==> config.mk <==
export PLATFORM = sky130hd
export DESIGN_NAME = i2cm_apb_frontend
export DESIGN_NICKNAME = d
export VERILOG_FILES = /design/src/rtl/i2cf_pkg.sv /design/src/rtl/i2cf_sync_fifo.sv /design/src/rtl/i2cf_access_decode.sv /design/src/rtl/i2cf_ctrl_regs.sv /design/src/rtl/i2cm_apb_frontend.sv
export SDC_FILE = /design/constraint.sdc
export NUM_CORES = 1
export LEC_CHECK = 0
export ABC_AREA = 1
export BUFFER_PORTS_ARGS = -buffer_cell sky130_fd_sc_hd__buf_2
export CORE_MARGIN = 4
export CORE_UTILIZATION = 55
export CTS_CLUSTER_DIAMETER = 50
export DETAILED_ROUTE_END_ITERATION = 8
export PLACE_DENSITY_LB_ADDON = 0.05
export SYNTH_ARGS = -nofsm -noshare
export SYNTH_HDL_FRONTEND = slang
export SYNTH_SLANG_ARGS = --single-unit
==> constraint.sdc <==
create_clock -name clk -period 3.3 [get_ports clk]
set_clock_uncertainty 0.05 [all_clocks]
set_input_delay 0.165 -clock clk [delete_from_list [all_inputs] [get_ports clk]]
set_output_delay 0.165 -clock clk [all_outputs]
set_load 0.05 [all_outputs]
==> src/rtl/i2cf_pkg.sv <==
package i2cf_pkg;

    localparam int BUS_W = 32;
    localparam int DIV_W = BUS_W - 2;

    localparam logic [BUS_W-1:0] OFS_TXQ = 32'd0;
    localparam logic [BUS_W-1:0] OFS_RXQ = 32'd4;
    localparam logic [BUS_W-1:0] OFS_CFG = 32'd8;
    localparam logic [BUS_W-1:0] OFS_TMO = 32'd12;

    typedef enum logic [1:0] {
        OP_IDLE = 2'b00,
        OP_XMIT = 2'b01,
        OP_RECV = 2'b10,
        OP_BAD  = 2'b11
    } op_sel_e;

    typedef struct packed {
        logic [DIV_W-1:0] divider;
        op_sel_e          op;
    } ctrl_word_t;

    typedef enum logic [2:0] {
        LOC_TXQ,
        LOC_RXQ,
        LOC_CFG,
        LOC_TMO,
        LOC_NONE
    } loc_e;

    typedef struct packed {
        logic tx_push;
        logic rx_pop;
        logic cfg_we;
        logic tmo_we;
    } strobes_t;

    function automatic loc_e map_offset(input logic [BUS_W-1:0] a);
        loc_e r;
        if (a == OFS_TXQ)      r = LOC_TXQ;
        else if (a == OFS_RXQ) r = LOC_RXQ;
        else if (a == OFS_CFG) r = LOC_CFG;
        else if (a == OFS_TMO) r = LOC_TMO;
        else                   r = LOC_NONE;
        return r;
    endfunction

endpackage

==> src/rtl/i2cf_sync_fifo.sv <==
module i2cf_sync_fifo #(
    parameter int WIDTH = 32,
    parameter int DEPTH = 4
) (
    input  logic             clk,
    input  logic             rst,
    input  logic             push,
    input  logic [WIDTH-1:0] push_data,
    input  logic             pop,
    output logic [WIDTH-1:0] head,
    output logic             empty,
    output logic             full
);
    localparam int PTR_W = (DEPTH > 1) ? $clog2(DEPTH) : 1;
    localparam int CNT_W = $clog2(DEPTH + 1);
    localparam logic [PTR_W-1:0] LAST = PTR_W'(DEPTH - 1);
    localparam logic [CNT_W-1:0] CNT_MAX = CNT_W'(DEPTH);

    logic [WIDTH-1:0] mem [DEPTH];
    logic [PTR_W-1:0] rd_ptr, wr_ptr;
    logic [CNT_W-1:0] count;
    logic             do_push, do_pop;

    assign empty   = (count == '0);
    assign full    = (count == CNT_MAX);
    assign do_push = push && !full;
    assign do_pop  = pop && !empty;
    assign head    = mem[rd_ptr];

    function automatic logic [PTR_W-1:0] bump(input logic [PTR_W-1:0] p);
        return (p == LAST) ? '0 : p + 1'b1;
    endfunction

    always_ff @(posedge clk) begin
        if (do_push) begin
            mem[wr_ptr] <= push_data;
        end
    end

    always_ff @(posedge clk) begin
        if (rst) begin
            rd_ptr <= '0;
            wr_ptr <= '0;
            count  <= '0;
        end else begin
            if (do_push) wr_ptr <= bump(wr_ptr);
            if (do_pop)  rd_ptr <= bump(rd_ptr);
            case ({do_push, do_pop})
                2'b10:   count <= count + 1'b1;
                2'b01:   count <= count - 1'b1;
                default: count <= count;
            endcase
        end
    end

endmodule

==> src/rtl/i2cf_access_decode.sv <==
module i2cf_access_decode
    import i2cf_pkg::*;
#(
    parameter int ADDR_W = 32
) (
    input  logic              sel,
    input  logic              enable,
    input  logic              write,
    input  logic [ADDR_W-1:0] addr,
    input  logic              tx_full,
    input  logic              rx_empty,
    input  logic [BUS_W-1:0]  rx_head,
    input  ctrl_word_t        cfg_q,
    input  logic [BUS_W-1:0]  tmo_q,
    output logic              ready,
    output logic              err,
    output logic [BUS_W-1:0]  rdata,
    output strobes_t          stb
);
    logic [BUS_W-1:0] addr_ext;
    loc_e             loc;
    logic             access;

    assign addr_ext = BUS_W'(addr);
    assign loc      = map_offset(addr_ext);
    assign access   = sel && enable;

    always_comb begin
        ready = access;
        err   = 1'b0;
        rdata = '0;
        stb   = '0;
        if (access) begin
            case (loc)
                LOC_TXQ: begin
                    if (!write || tx_full) err = 1'b1;
                    else                   stb.tx_push = 1'b1;
                end
                LOC_RXQ: begin
                    if (write || rx_empty) begin
                        err = 1'b1;
                    end else begin
                        rdata      = rx_head;
                        stb.rx_pop = 1'b1;
                    end
                end
                LOC_CFG: begin
                    if (write) stb.cfg_we = 1'b1;
                    else       rdata = cfg_q;
                end
                LOC_TMO: begin
                    if (write) stb.tmo_we = 1'b1;
                    else       rdata = tmo_q;
                end
                default: err = 1'b1;
            endcase
        end
    end

endmodule

==> src/rtl/i2cf_ctrl_regs.sv <==
module i2cf_ctrl_regs
    import i2cf_pkg::*;
(
    input  logic             clk,
    input  logic             rst,
    input  logic             cfg_we,
    input  logic             tmo_we,
    input  logic [BUS_W-1:0] wdata,
    output ctrl_word_t       cfg_q,
    output logic [BUS_W-1:0] tmo_q,
    output logic             xmit_en,
    output logic             recv_en
);
    always_ff @(posedge clk) begin
        if (rst) begin
            cfg_q <= '0;
            tmo_q <= '0;
        end else begin
            if (cfg_we) cfg_q <= ctrl_word_t'(wdata);
            if (tmo_we) tmo_q <= wdata;
        end
    end

    assign xmit_en = (cfg_q.op == OP_XMIT);
    assign recv_en = (cfg_q.op == OP_RECV);

endmodule

==> src/rtl/i2cm_apb_frontend.sv <==
module i2cm_apb_frontend
    import i2cf_pkg::*;
#(
    parameter int ADDR_W   = 32,
    parameter int TX_DEPTH = 4,
    parameter int RX_DEPTH = 4
) (
    input  logic              clk,
    input  logic              rst_n,
    input  logic              apb_sel,
    input  logic              apb_enable,
    input  logic              apb_write,
    input  logic [ADDR_W-1:0] apb_addr,
    input  logic [31:0]       apb_wdata,
    output logic [31:0]       apb_rdata,
    output logic              apb_ready,
    output logic              apb_err,
    output logic              irq_tx_empty,
    output logic              irq_rx_avail,
    input  logic              tx_pop,
    output logic [31:0]       tx_data,
    output logic              tx_empty,
    input  logic              rx_push,
    input  logic [31:0]       rx_wdata,
    output logic              rx_full,
    output logic              xmit_en,
    output logic              recv_en,
    output logic [29:0]       clk_divider,
    output logic [31:0]       start_delay
);
    logic             rst;
    logic             tx_full_w, rx_empty_w;
    logic [BUS_W-1:0] rx_head;
    ctrl_word_t       cfg_q;
    logic [BUS_W-1:0] tmo_q;
    strobes_t         stb;

    assign rst = !rst_n;

    i2cf_access_decode #(.ADDR_W(ADDR_W)) u_dec (
        .sel      (apb_sel),
        .enable   (apb_enable),
        .write    (apb_write),
        .addr     (apb_addr),
        .tx_full  (tx_full_w),
        .rx_empty (rx_empty_w),
        .rx_head  (rx_head),
        .cfg_q    (cfg_q),
        .tmo_q    (tmo_q),
        .ready    (apb_ready),
        .err      (apb_err),
        .rdata    (apb_rdata),
        .stb      (stb)
    );

    i2cf_sync_fifo #(.WIDTH(BUS_W), .DEPTH(TX_DEPTH)) u_txq (
        .clk       (clk),
        .rst       (rst),
        .push      (stb.tx_push),
        .push_data (apb_wdata),
        .pop       (tx_pop),
        .head      (tx_data),
        .empty     (tx_empty),
        .full      (tx_full_w)
    );

    i2cf_sync_fifo #(.WIDTH(BUS_W), .DEPTH(RX_DEPTH)) u_rxq (
        .clk       (clk),
        .rst       (rst),
        .push      (rx_push),
        .push_data (rx_wdata),
        .pop       (stb.rx_pop),
        .head      (rx_head),
        .empty     (rx_empty_w),
        .full      (rx_full)
    );

    i2cf_ctrl_regs u_regs (
        .clk     (clk),
        .rst     (rst),
        .cfg_we  (stb.cfg_we),
        .tmo_we  (stb.tmo_we),
        .wdata   (apb_wdata),
        .cfg_q   (cfg_q),
        .tmo_q   (tmo_q),
        .xmit_en (xmit_en),
        .recv_en (recv_en)
    );

    assign clk_divider  = cfg_q.divider;
    assign start_delay  = tmo_q;
    assign irq_tx_empty = tx_empty;
    assign irq_rx_avail = !rx_empty_w;

endmodule

Word level (Yosys, flattened, before mapping)
Memories as Yosys holds them, arrays and structs flattened. A register that Yosys moved wholly into a read port is not among the register bits.
Cells that the tools add are included.

storage, ports and cells
  bits in registers = 78
  memories = 2
  bits in writable memories = 256
  output and inout bits = 134
  word-level logic and storage cells = 91

operators by class
  equality and inequality tests = 18
  add/sub/neg operators = 8
  multiplexer cells = 35
  reduce and logical (&&, ||, !) cells = 19

memory list
  name       words  bits a word  read ports  clocked after memory_dff  wr ports  RTL line              text
  u_rxq.mem  4      32           1           1                         1         i2cf_sync_fifo.sv:19  logic [WIDTH-1:0] mem [DEPTH];
  u_txq.mem  4      32           1           1                         1         i2cf_sync_fifo.sv:19

operators with widths
  kind                   count
  $mux W32               4
  $pmux W32 S3           1
  $eq A32 B4 Y1 const B  2
  $eq A32 B3 Y1 const B  1
  $logic_not A32 Y1      1
  $mux W2                8
  $eq A2 B2 Y1 const B   7
  $mux W1                14
  $mux W3                4
  $pmux W3 S2            2
  $logic_not A3 Y1       3
  $add A2 B1 Y2 const B  4
  $add A3 B1 Y3 const B  2
  $eq A2 B1 Y1 const B   3
  $eq A3 B2 Y1 const B   2
  $eq A3 B3 Y1 const B   2
  $sub A3 B1 Y3 const B  2
  $logic_and A1 B1 Y1    5
  $logic_not A1 Y1       5
  $mux W4                1
  $reduce_bool A2 Y1     2
  $eq A3 B1 Y1 const B   1
  $pmux W1 S3            1
  $logic_or A1 B1 Y1     2
  $reduce_or A2 Y1       1

Logic depth before layout (Yosys ltp)
Gate-level depths: netlist of the first run.

  depth after elaboration = 11
  depth in mapped cells = 14

Cells and area by module
From an unflattened synthesis of the first run, not the netlist that was laid out.

second synthesis, totals
  cell total of the unflattened synthesis = 1450
  area total of the unflattened synthesis = 14635.3 um2

modules (own cells, without submodules)
  module              times used  cells each  seq. area each (um2)  area an instance (um2)
  i2cf_sync_fifo      2           381         4023.9                5283.8
  i2cf_ctrl_regs      1           377         1281.2                2626.3
  i2cf_access_decode  1           308         0.0                   1426.4
  i2cm_apb_frontend   1           3           0.0                   15.0

Worst setup path after synthesis of the first run
OpenSTA, ideal clock, no wires.

  kind = input to register
  from = input port apb_addr[17]
  to = memory u_txq.mem[0][0] (enable)
  data arrival time = 2.510 ns
  setup slack = 0.319 ns
  cell stages on the path = 7
  required time = 2.829 ns
  library setup time = 0.421 ns
  path buffers = 0
  cell sequence = nor2_1 -> nand2_1 -> nor2_1 -> nand2_1 -> nor3b_1 -> nand2_1 -> nor2_1

between the ends
  word-level cells in the longest chain between the ends = 11
  elaborated cells between the ends (all ways) = 14
  classes of those cells = eq/ne (3); mux (8); reduce/logical (3)

ends and longest elaborated chain
  what                               RTL line                  text
  from (decl)                        i2cm_apb_frontend.sv:13   input logic [ADDR_W-1:0] apb_addr,
  $eq A32 B4 Y1                      i2cf_pkg.sv:43            else if (a == OFS_TMO) r = LOC_TMO;
  $mux W3                            i2cf_pkg.sv:43
  $mux W3                            i2cf_pkg.sv:42            else if (a == OFS_CFG) r = LOC_CFG;
  $mux W3                            i2cf_pkg.sv:41            else if (a == OFS_RXQ) r = LOC_RXQ;
  $mux W3 (*)                        i2cf_pkg.sv:40            if (a == OFS_TXQ) r = LOC_TXQ;
  $logic_not A3 Y1 (*)               i2cf_access_decode.sv:34  case (loc)
  $mux W1 (*)                        i2cf_access_decode.sv:34
  $mux W4 (*)                        i2cf_access_decode.sv:33  if (access) begin
  $logic_and A1 B1 Y1 (*)            i2cf_sync_fifo.sv:26      assign do_push = push && !full;
  $mux W1 (*)                        i2cf_sync_fifo.sv:35      if (do_push) begin
  $mux W1 (not written as such) (*)  i2cf_sync_fifo.sv:36      mem[wr_ptr] <= push_data;
  to (decl)                          i2cf_sync_fifo.sv:19

Mark *: on every way between the ends. The rest lies on a longest branch, timed or not.

==> run summary, run 1 <==
The number of hold-slack violations in the final timing report was 0. The placed instance count is 1811. The filler cell count in the final layout came out at 1955.

Summing all flip-flop and latch instances after layout gives 0.00933 mm². Grouping stages by cell kind, the critical path spends the most delay in buffers and inverters. The area of the multi-input gates came out at 0.00400 mm². The path class of the tightest hold or removal check is input pin to flip-flop. The count of unique library cells instantiated by Yosys came out at 28. The final setup violation count is 0. The critical path goes through buf_4 -> o21ai_0 -> o22ai_1 -> nand3_1 -> a21oi_1 -> buf_2. The routed design could run at a clock period as short as 2.66 ns. Sorting the synthesized cells by area gives the leading types as edfxtp_1 55%, dfxtp_1 12%, nor2_1 7.8%. The die area came out at 0.0281 mm². The switching fraction of total power came out at 0.255.

The horizontal extent of the die is 168 µm. The internal power of the cells totals 7240 µW. The biggest area contributor in the post-synthesis netlist is edfxtp_1.

Setup repair after global routing left no endpoint under its margin. The share of the Yosys chip area taken by registers is 0.664. The detail-routed net length per standard cell is 18.9 µm. The final RePlAce weighted congestion is 0.892. The count of input and output buffers came out at 236. The setup TNS is 0 ns.

Of the total power, registers draw 0.483. The first-pass iteration count of the detailed router came out at 5. The sort of element at the end of the critical path is a primary output. The overall global routing resource usage came out at 0.252. The initial core utilization is 0.558. The met1 routed wirelength after detailed routing came out at 15700 µm. The max-slew headroom at the worst pin is 0.343. The total via count in the routed design came out at 10757.

The detailed placer's ending HPWL is 23500 µm. Summed over all nets, the switching power comes to 2470 µW. Leaving out fill and tap cells, the most frequent cells in the layout are 284 x nor2_1, 256 x edfxtp_1, 236 x buf_2, 206 x o21ai_0, 90 x nand2_1. The critical path data arrival time came out at 2.45 ns. For the pin with the worst max-slew slack, the measured transition is 0.985 ns.

Wire segments on met2 add up to 17500 µm in the final route. The ratio of cells with drive above 1 in the final layout is 0.215. The relative area change from synthesis to final layout came out at 22.1%. The number of clock buffers added by TritonCTS is 38. The run finished with clean final reports. For this design, the slowest cell found on the critical path is buf_4.

STA puts the critical path data required time at 3.08 ns. The power per unit of standard cell area came out at 567 mW/mm². The row count is 58. The clock insertion delay at the later pin of the skew report is 0.52 ns.

The peak fanout along the critical path is 64. The proportion of power drawn by the clock network is 0.403. The post-detailed-routing wire length came out at 36800 µm. The layout net count is 1702.

Clock tree synthesis found a total of 338 sinks. The critical path in this run is classified as flip-flop to primary output. Summing every instance area after synthesis gives 0.0140 mm².

The I/O pin total came out at 237. The worst register-to-register path begins at u_txq.count[0]. The starting DRC count in detailed routing is 1201. The highest achievable clock rate came out at 0.375 GHz. The worst slack on hold paths came out at 0.0443 ns. On the worst path, the slowest cell contributes a delay of 0.51 ns. The number of nets handed over by synthesis was 1446. The synthesized flop and latch total is 338. The region available for standard cell placement spans 0.0252 mm².

The die boundary height is 168 µm. The detailed-route DRC error count is 0. The Yosys step of the flow raised 0 warnings. The met3 wire length is 2550 µm. Clock-pin slew was measured on the worst setup and hold paths at 0.06 ns.

The number of levels in the clock H-tree is 2. The first-pass GRT wire length is 56700 µm. The startpoint identified for the worst hold timing path is tx_pop. Leaving out fill and tap cells, the most frequent cell in the layout is nor2_1. The total power of the final layout came out at 9710 µW. The cell area after layout is 0.0171 mm². The number of buffers on the longest clock path came out at 3. The final cell count without fillers came out at 1943. The cell area after placement came out at 0.0153 mm². The number of slew-limit violations in the final report is 0.

The antenna cell count is 0. The area share of the leading cell type in the synthesized netlist is 0.548. Clock tree synthesis selected as its root buffer the cell clkbuf_16.

Max-cap violations in this run came to 0. The mean area per synthesized cell is 10.6 µm². The number of antenna violations at the first check in global routing is 0. The maximum number of pins on one net before global-route repair came out at 65. The global-route congestion overflow total is 0. The critical path contains buffers and inverters numbering 2 combined. The via-per-instance ratio is 5.54. The static power due to leakage is 0.00657 µW. In the synthesized netlist, the number of instances is 1329. The startpoint type of the worst setup path is a flip-flop. Once detail routing completed, the nets flagged for antenna violations numbered 0. The relative contribution of combinational cells to total power is 0.114.

The via count of the first global-routing pass was 10166. Routed signal wires occupy layers up through met4. The worst-case vdd ir drop came out at 0.418 mV.

The clock tree from TritonCTS is yes. The period utilization came out at 0.807.
-- worst register-to-register path, stage by stage (launching register included) --
cell and delay (ns):
dfxtp_1 0.32, inv_1 0.10, nand2_1 0.10, o21ai_0 0.26
nor2_1 0.10, nand2_1 0.30, ha_1 0.23, inv_1 0.07
fa_1 0.38, a21oi_1 0.14, o21ai_0 0.11, o21ai_0 0.17
a21oi_1 0.06
-- cell type report --
cell class / instances / share of cell area
Inverter: 42 / 0.00920
Clock inverter: 16 / 0.00620
Multi-Input combinational cell: 833 / 0.233
Tap cell: 330 / 0.0241
Timing Repair Buffer: 332 / 0.121
Clock buffer: 52 / 0.0621
Sequential cell: 338 / 0.544
-- cell usage after synthesis --
cell      instances
o21ai_1           2
a21oi_1          50
a211oi_1          1
o22ai_1          64
buf_6             3
nor3_4            1
o21ai_0         206
nand3_1          69
a21oi_4           1
o211a_1           1
nor3b_1           1
nor3_1            1
buf_1             6
inv_1            35
nor2_1          293
fa_1              2
buf_4            31
nand2_2           2
inv_2             3
nand2_1          90
dfxtp_1          82
edfxtp_1        256
buf_2             6
ha_1             12
nand4_1          33
nor2_2            4
clkbuf_1         70
clkinv_1          4
-- power by group through the flow --
stage	clock, µW	sequential, µW	combinational (µW)
global route	4160	4690	1190
detailed placement	0	4780	1050
floorplan	0	4780	716
finish	3910	4690	1110
CTS	3980	4690	1110
global placement	0	4780	1030
-- cell families (layout without fill, tap and decap cells) --
| group | after synthesis | count (layout) | synth area share |
|---|---|---|---|
| flip-flops | 338 | 338 | 0.664 |
| AND/OR/NAND/NOR | 494 | 494 | 0.146 |
| AO/OA/AOI/OAI | 325 | 325 | 0.123 |
| buffers and inverters | 158 | 442 | 0.0527 |
| adder cells (fa/ha/maj) | 14 | 14 | 0.0135 |
-- per-stage QoR --
step	utilization	setup slack [ns]
floorplan	-	0.319
global placement	0.609	0.812
detailed placement	0.609	0.761
CTS	0.681	0.636
global route	0.681	0.408
finish	0.681	0.636
-- per-layer routing --
layer | vias to the layer above | GRT usage
met4 | 0 | 0.0752
met5 | - | 0
met1 | 5087 | 0.360
met2 | 408 | 0.402
li1 | 5186 | -
met3 | 76 | 0.0423
-- registers in the layout, summed over array words and instances (netlist names), named ones only --
| name | cells |
|---|---|
| u_regs.cfg_q | 32 |
| u_regs.tmo_q | 32 |
| u_rxq.count | 3 |
| u_rxq.mem | 128 |
| u_rxq.rd_ptr | 2 |
| u_rxq.wr_ptr | 2 |
| u_txq.count | 3 |
| u_txq.mem | 128 |
| u_txq.rd_ptr | 2 |
| u_txq.wr_ptr | 2 |
-- path summary, 6_finish.rpt --
kind	to	slack (ns)	cells after the start
setup / recovery	apb_rdata[18]	0.64	6
hold / removal	u_txq.rd_ptr[1]	0.04	4
setup reg to reg	u_txq.count[2]	0.80	12
hold reg to reg	u_rxq.count[0]	0.41	1
-- repair_timing --
item,CTS,global route
hold buffers,64,0
setup buffers,0,0
gates resized for setup,0,0
endpoints found under the hold margin,307,0
Power figures use the tool's default switching activity.
==> run 2: changes to the inputs <==
--- a/config.mk
+++ b/config.mk
@@ -5,7 +5,7 @@
 export SDC_FILE = /design/constraint.sdc
 export NUM_CORES = 1
 export LEC_CHECK = 0
-export ABC_AREA = 1
+export ABC_AREA = 0
 export BUFFER_PORTS_ARGS = -buffer_cell sky130_fd_sc_hd__buf_2
 export CORE_MARGIN = 4
 export CORE_UTILIZATION = 55
==> constraint.sdc (replaced) <==
create_clock -name clk -period 2.55 [get_ports clk]
set_clock_uncertainty 0.05 [all_clocks]
set_input_delay 0.1275 -clock clk [delete_from_list [all_inputs] [get_ports clk]]
set_output_delay 0.1275 -clock clk [all_outputs]
set_load 0.05 [all_outputs]
==> run 2 against run 1 <==
  * Wire length fell by 18%
  * Via count down 26%
  * Sequential power rose by 29%
  * Synthesized cell count shrank 36%
  * Register-to-register slack got worse by 0.59 ns
  * Design area shrank 0.56%
  * Total power rose by 16%
==> run summary, run 2 <==
The first-pass GRT wire length came out at 47400 µm. The met3 demand-to-capacity share in global routing is 0.0383. Of the post-synthesis cell area, the dominant cell type holds 0.561.

The async set-reset flop share out of synthesis came out at 0. 237 I/O pins were placed. The mean area per synthesized cell came out at 16.1 µm². The number of hold-slack violations in the final timing report came to 0. The row count came out at 57. In the post-route analysis, the smallest setup slack over all paths is 0.0378 ns. The global-route congestion overflow total is 0.

The ratio of cells with drive above 1 in the final layout came out at 0.339. The layout net count is 1251. Counting every net in the synthesized netlist gives 968. The worst setup path is captured at a primary output. The number of antenna violations at the first check in global routing is 0. After floorplanning, the core was sized to cover 0.0244 mm². At the placement stage, the worst setup path has a slack of 0.128 ns. The final RePlAce weighted congestion is 0.798. In the layout the commonest cells are 256 x edfxtp_1, 222 x buf_2, 102 x nand2_1, 97 x mux2i_1, 80 x dfxtp_1.

The cell sitting at the root of the clock tree is a clkbuf_16. The post-layout minimum cycle time is 2.51 ns. The layer flagged by global routing as most heavily used is met2. The number of clock sinks is 338. By area, the combinational part of the netlist is dominated by multiplexers. For this design, the slowest cell found on the critical path is dlygate4sd3_1. The post-synthesis adder-cell area fraction came out at 0.0139. The number of levels in the clock H-tree came out at 2. The fraction of the mapped netlist area in compound gates came to 0.0196.

The starting DRC count in detailed routing is 679. The met1 track utilization from global routing came out at 0.319. By count the netlist is led by 256 x edfxtp_1, 102 x mux2i_1, 102 x nand2_1. The multiplexer share of the synthesized area came out at 0.180. The maximum number of pins on one net before global-route repair is 102. At the worst endpoint, the arrival time is 2.33 ns. Of the synthesized area, sequential elements account for 0.681. The most used flip-flop cell after synthesis is edfxtp_1.

The mapped netlist covers 0.0137 mm². The post-detailed-routing wire length came out at 30200 µm. The largest registers in the layout are u_rxq.mem (128), u_txq.mem (128).

For the pin with the worst max-slew slack, the measured transition is 0.580 ns. The via-per-instance ratio came out at 5.38. Setup repair after global routing could not meet its margin everywhere.

The global-route track usage on met2 is 0.349. The count of unique library cells instantiated by Yosys is 37. The first-pass iteration count of the detailed router is 5. The run finished with clean final reports. The cell type contributing the most total cell area after synthesis is edfxtp_1.

In this design, the stage delay of the slowest critical-path cell is 0.53 ns. The die is 166 µm wide. The die area is 0.0275 mm². The count of flip-flops with a built-in enable after synthesis came out at 256.

The relative area change from synthesis to final layout is 24.4%. The initial utilization of the core area, before any placement, comes to 0.562. The synthesized flop and latch total is 338. The routed layout has 7977 vias. The static power due to leakage came out at 0.00621 µW. The detail-routed net length per standard cell came out at 20.4 µm. The highest achievable clock rate came out at 0.398 GHz. The most repeated library cell on the critical path is buf_12. Summing all placed instances gives a cell area of 0.0152 mm². The clock insertion delay at the later pin of the skew report came out at 0.50 ns. The count of buffers added on input and output ports is 236.

The required time of the critical path came out at 2.37 ns. The clock slew seen by the registers of the worst setup and hold paths came out at 0.06 ns. For this run, design rule violations remaining after detail routing come to 0. Of the total synthesized cell area, the portion taken by AND, OR, NAND and NOR gates is 0.0540. The setup TNS came out at 0 ns.

Power spread over the standard cell area amounts to 662 mW/mm². The critical path goes through dlygate4sd3_1 -> buf_2 -> and4bb_1 -> and4_2 -> buf_12 -> mux2i_2 -> o22ai_2 -> buf_12. The worst setup path is launched from an input pin. The number of buffers on the longest clock path is 3. The total power of the final layout came out at 11300 µW. In the post-synthesis netlist, the biggest area contributors are edfxtp_1 56%, dfxtp_1 12%, mux4_2 11%. Along the worst path, the maximum fanout reaches 33. The worst setup path is of the input pin to primary output kind. The max-slew headroom at the worst pin came out at 0.613. The most used standard cell by instance count after synthesis is edfxtp_1. The number of synthesis warnings is 0. The family with the most delay on the worst path is buffers and inverters. The finished cells cover 0.0170 mm².

The path class of the tightest hold or removal check is input pin to flip-flop. The library cell used most frequently in the layout, excluding fill and tap cells, is edfxtp_1. The number of slew-limit violations in the final report is 0. Of the available clock period, the critical path in the final layout requires 0.985. The die boundary height is 166 µm.

The antenna cell count is 0. The synthesized-area fraction occupied by xor and xnor cells came out at 0.00256. TritonCTS built the clock tree. The gate count after technology mapping is 851. The number of buffers and inverters on the critical path is 4. Across the VDD grid, the largest voltage drop is 0.653 mV. The detailed placer's ending HPWL came out at 19800 µm. The final setup violation count came out at 0. The antenna violation net count after detailed routing is 0. The overall global routing resource usage came out at 0.218. Across the run, the number of max-cap violations was 0. The via count of the first global-routing pass came out at 8165. The number of buffers created by CTS came out at 36.
[run 2: layer usage]
metal,share of wire,routed length [µm],vias to the layer above
met5,0,0,-
met4,0.018,540,0
met3,0.057,1720,46
met2,0.48,14500,242
met1,0.44,13400,3960
li1,-,-,3729
[run 2: cells by family (layout without fill, tap and decap cells)]
kind of cell,Yosys count,after routing
muxes,166,166
and+or+nand+nor,157,157
buffers and inverters,128,436
AOI/OAI and AO/OA,44,44
adders and majority gates,14,14
DFF,338,338
xor gates and xnor gates,4,4
[run 2: worst register-to-register path: cells and delay by family, from the launching register on]
kind	cells	cell delay [ns]
AOI/OAI and AO/OA	1	0.14
DFF	1	0.44
buffers and inverters	2	0.14
adders and majority gates	2	0.54
xor gates and xnor gates	1	0.16
and+or+nand+nor	4	0.81
[run 2: per-stage QoR]
step	cells	hold WS, ns	utilization
floorplan	851	0.176	-
global placement	1355	0.291	0.624
detailed placement	1355	0.294	0.624
CTS	1483	0.0892	0.697
global route	1483	0.125	0.699
finish	1483	0.107	0.699
[run 2: cell type report]
| cell class | count | area, µm² |
|---|---|---|
| timing repair buffer | 323 | 2260 |
| multi-input combinational | 385 | 3780 |
| clock inverter | 18 | 130 |
| tap | 324 | 405 |
| sequential | 338 | 9330 |
| inverter | 50 | 188 |
| fill | 1684 | 7340 |
| clock buffer | 45 | 956 |
[run 2: where the power goes]
part / internal, µW / switching [µW] / total (µW)
Sequential: 6020 / 26.2 / 6050
Clock: 2770 / 1990 / 4760
Combinational: 215 / 262 / 478
[run 2: timing repair]
action                     4_1_cts  5_1_grt
hold endpoints to repair       321        0
resized for setup               12       10
setup buffers                    0        0
hold buffers                    65        0
pin swaps                        0        0
setup endpoints to repair       10       33
cloned                           0        0
[run 2: worst paths after layout]
check	from	endpoint	slack, ns	cells past startpoint
worst max register to register	u_rxq.count[0]	u_rxq.count[2]	0.21	10
worst max-delay path	apb_addr[3]	apb_rdata[7]	0.04	8
worst min-delay path	tx_pop	flip-flop	0.11	5
worst min register to register	u_regs.cfg_q[5]	u_regs.cfg_q[5]	0.42	2
==> run 3: changes to the inputs <==
==> constraint.sdc (replaced) <==
create_clock -name clk -period 2.8 [get_ports clk]
set_clock_uncertainty 0.05 [all_clocks]
set_input_delay 0.14 -clock clk [delete_from_list [all_inputs] [get_ports clk]]
set_output_delay 0.14 -clock clk [all_outputs]
set_load 0.05 [all_outputs]
==> run 3 against run 2 <==
  * Combinational power decreased by 11%
  * Clock power down 2%
  * Via count decreased by 1.8%
  * Largest power group unchanged
==> run summary, run 3 (synthesis results as in run 2) <==
In this run the tightest slew margin relative to its limit is 0.594. In the final layout, the share of cells above drive strength 1 is 0.338. VDD sags by at most 0.619 mV. The final cell utilization of the core came out at 0.694.

The number of buffers inserted to repair setup after CTS is 0. The final RePlAce weighted congestion is 0.833. The clock insertion delay at the later pin of the skew report came out at 0.51 ns. TritonCTS created 38 clock buffers. The share of total power dissipated in combinational logic is 0.040. The overall global routing resource usage came out at 0.223. The detailed-route DRC error count came out at 0. For this design the ratio of total power to cell area is 625 mW/mm². The maximum number of pins on one net before global-route repair came out at 55. The count of input and output buffers is 236. The hold path endpoint is u_txq.wr_ptr[0].

The worst slack on hold paths came out at 0.0288 ns. The slew at the pin closest to its max-slew limit came out at 0.609 ns. The antenna cell count came out at 0. The floorplan core area came out at 0.0244 mm². The library cells used most frequently in the layout, excluding fill and tap cells, are 256 x edfxtp_1, 234 x buf_2, 102 x nand2_1, 102 x mux2i_1, 80 x dfxtp_1. The path class of the tightest hold or removal check is input pin to flip-flop. Dividing the detail-routed wire length by the instance count gives 20.6 µm. In this run the critical register-to-register path is launched from u_txq.count[0]. The starting DRC count in detailed routing is 543. The total via count in the routed design came out at 7830. The post-detailed-routing wire length came out at 30600 µm.

The number of buffers on the longest clock path came out at 3. For this run, the detailed router's first-pass iteration total came to 5. The peak fanout along the critical path came out at 21. The die covers 0.0275 mm². The switching fraction of total power came out at 0.203. For the finished layout, the period the worst path requires is 2.53 ns. The final layout contains 1254 nets. The via count of the first global-routing pass came out at 8232. The largest registers in the layout are u_rxq.mem (128), u_txq.mem (128). The first-pass GRT wire length came out at 48400 µm. The number of slew-limit violations in the final report was 0. The global-route congestion overflow total is 0.

The tool flagged a number of max-cap violations equal to 0. The cell sitting at the root of the clock tree is a clkbuf_16. Summed over all cells, the static leakage comes to 0.00625 µW.

The initial utilization of the core area, before any placement, comes to 0.562. The detail route stage leaves a number of antenna-violating nets equal to 0. The die boundary height is 166 µm. The horizontal extent of the die came out at 166 µm. The required time of the critical path is 2.61 ns.

The share of total power in sequential cells came out at 0.520. The detailed placer's ending HPWL is 20200 µm. The startpoint of the most critical hold path is apb_addr[3].

The clock tree from TritonCTS is yes. The period utilization came out at 0.905. The relative area change from synthesis to final layout is 23.6%.

The number of antenna violations at the first check in global routing came to 0. The critical path data arrival time is 2.34 ns. The clock tree synthesis step divided the H-tree into 2 levels.

The switching power total is 2150 µW. The number of cells on the worst reg-to-reg path is 10. STA classifies the critical path endpoint as a primary output. The reg2reg setup slack is 0.48 ns. Setup repair after global routing left no endpoint under its margin. The row count is 57. Internal power comes to 8440 µW. After clock tree synthesis, the clock-pin slew on the worst setup and hold paths is 0.05 ns. Leaving out fill and tap cells, the most frequent cell in the layout is edfxtp_1.

During I/O placement, the number of pins put on the boundary was 237. The final setup violation count is 0. The number of clock sinks is 338. The worst setup path is launched from a flip-flop. The type of the worst setup path is flip-flop to primary output. The flow ran to the end, and the final reports show no timing, DRC or antenna violations. In this run the critical register-to-register path is captured at u_txq.count[2]. Dividing the detail-routed via count by the number of cells gives 5.26. The proportion of power drawn by the clock network came out at 0.439. The number of hold-slack violations in the final timing report is 0. Derived from the worst setup path, the maximum achievable clock frequency is 0.395 GHz. The setup TNS is 0 ns. Along the worst hold path, the cell count comes to 4.
## run 3: per-layer routing
| layer | track usage | wire, µm | vias to the layer above |
|---|---|---|---|
| li1 | - | - | 3734 |
| met1 | 0.327 | 13800 | 3837 |
| met2 | 0.349 | 14500 | 210 |
| met3 | 0.0431 | 1640 | 49 |
| met4 | 0.0603 | 685 | 0 |
| met5 | 0 | 0 | - |
## run 3: repair_timing
item | 4_1_cts | 5_1_grt
resized for setup | 0 | 2
hold buffers | 64 | 0
hold endpoints to repair | 320 | 0
endpoints found under the setup margin | 0 | 1
## run 3: how the worst max path moves through the flow
stage	cells past startpoint	slack (ns)	end	startpoint
after floorplan	10	0.15	u_rxq.count[2]	u_rxq.count[0]
after global placement	11	0.38	u_rxq.count[2]	apb_addr[21]
after detailed placement	11	0.31	u_rxq.count[2]	apb_addr[21]
after CTS	6	0.16	apb_rdata[8]	u_rxq.count[0]
after global routing	5	0.09	apb_rdata[10]	flip-flop
final	5	0.27	apb_rdata[7]	flip-flop
## run 3: area by class of cell
type | count | area [µm²]
multi-input cells | 385 | 3710
well taps | 324 | 405
clock buffers | 48 | 1050
inverters | 50 | 188
flip-flops and latches | 338 | 9330
repair buffers | 324 | 2110
fillers | 1721 | 7460
clock inverters | 19 | 140
## run 3: power groups by stage
stage	Sequential [µW]	Combinational [µW]	Clock [µW]
floorplan	5610	168	0
global placement	5610	348	0
detailed placement	5610	352	0
CTS	5510	425	4750
global route	5510	469	5000
finish	5510	424	4650
## run 3: through the flow
step                setup WS [ns]  total power (µW)  instances  cell area (µm²)
floorplan                   0.148              5780        851            13700
detailed placement          0.308              5960       1357            15100
CTS                         0.161             10700       1488            16900
global placement            0.379              5960       1357            15100
global route               0.0883             11000       1488            16900
finish                      0.266             10600       1488            16900
## run 3: worst max-delay path: stages (launching register included)
cell and delay (ns):
dfxtp_2 0.61, buf_12 0.27, mux4_2 0.53, inv_1 0.08, o22ai_1 0.10, buf_2 0.25
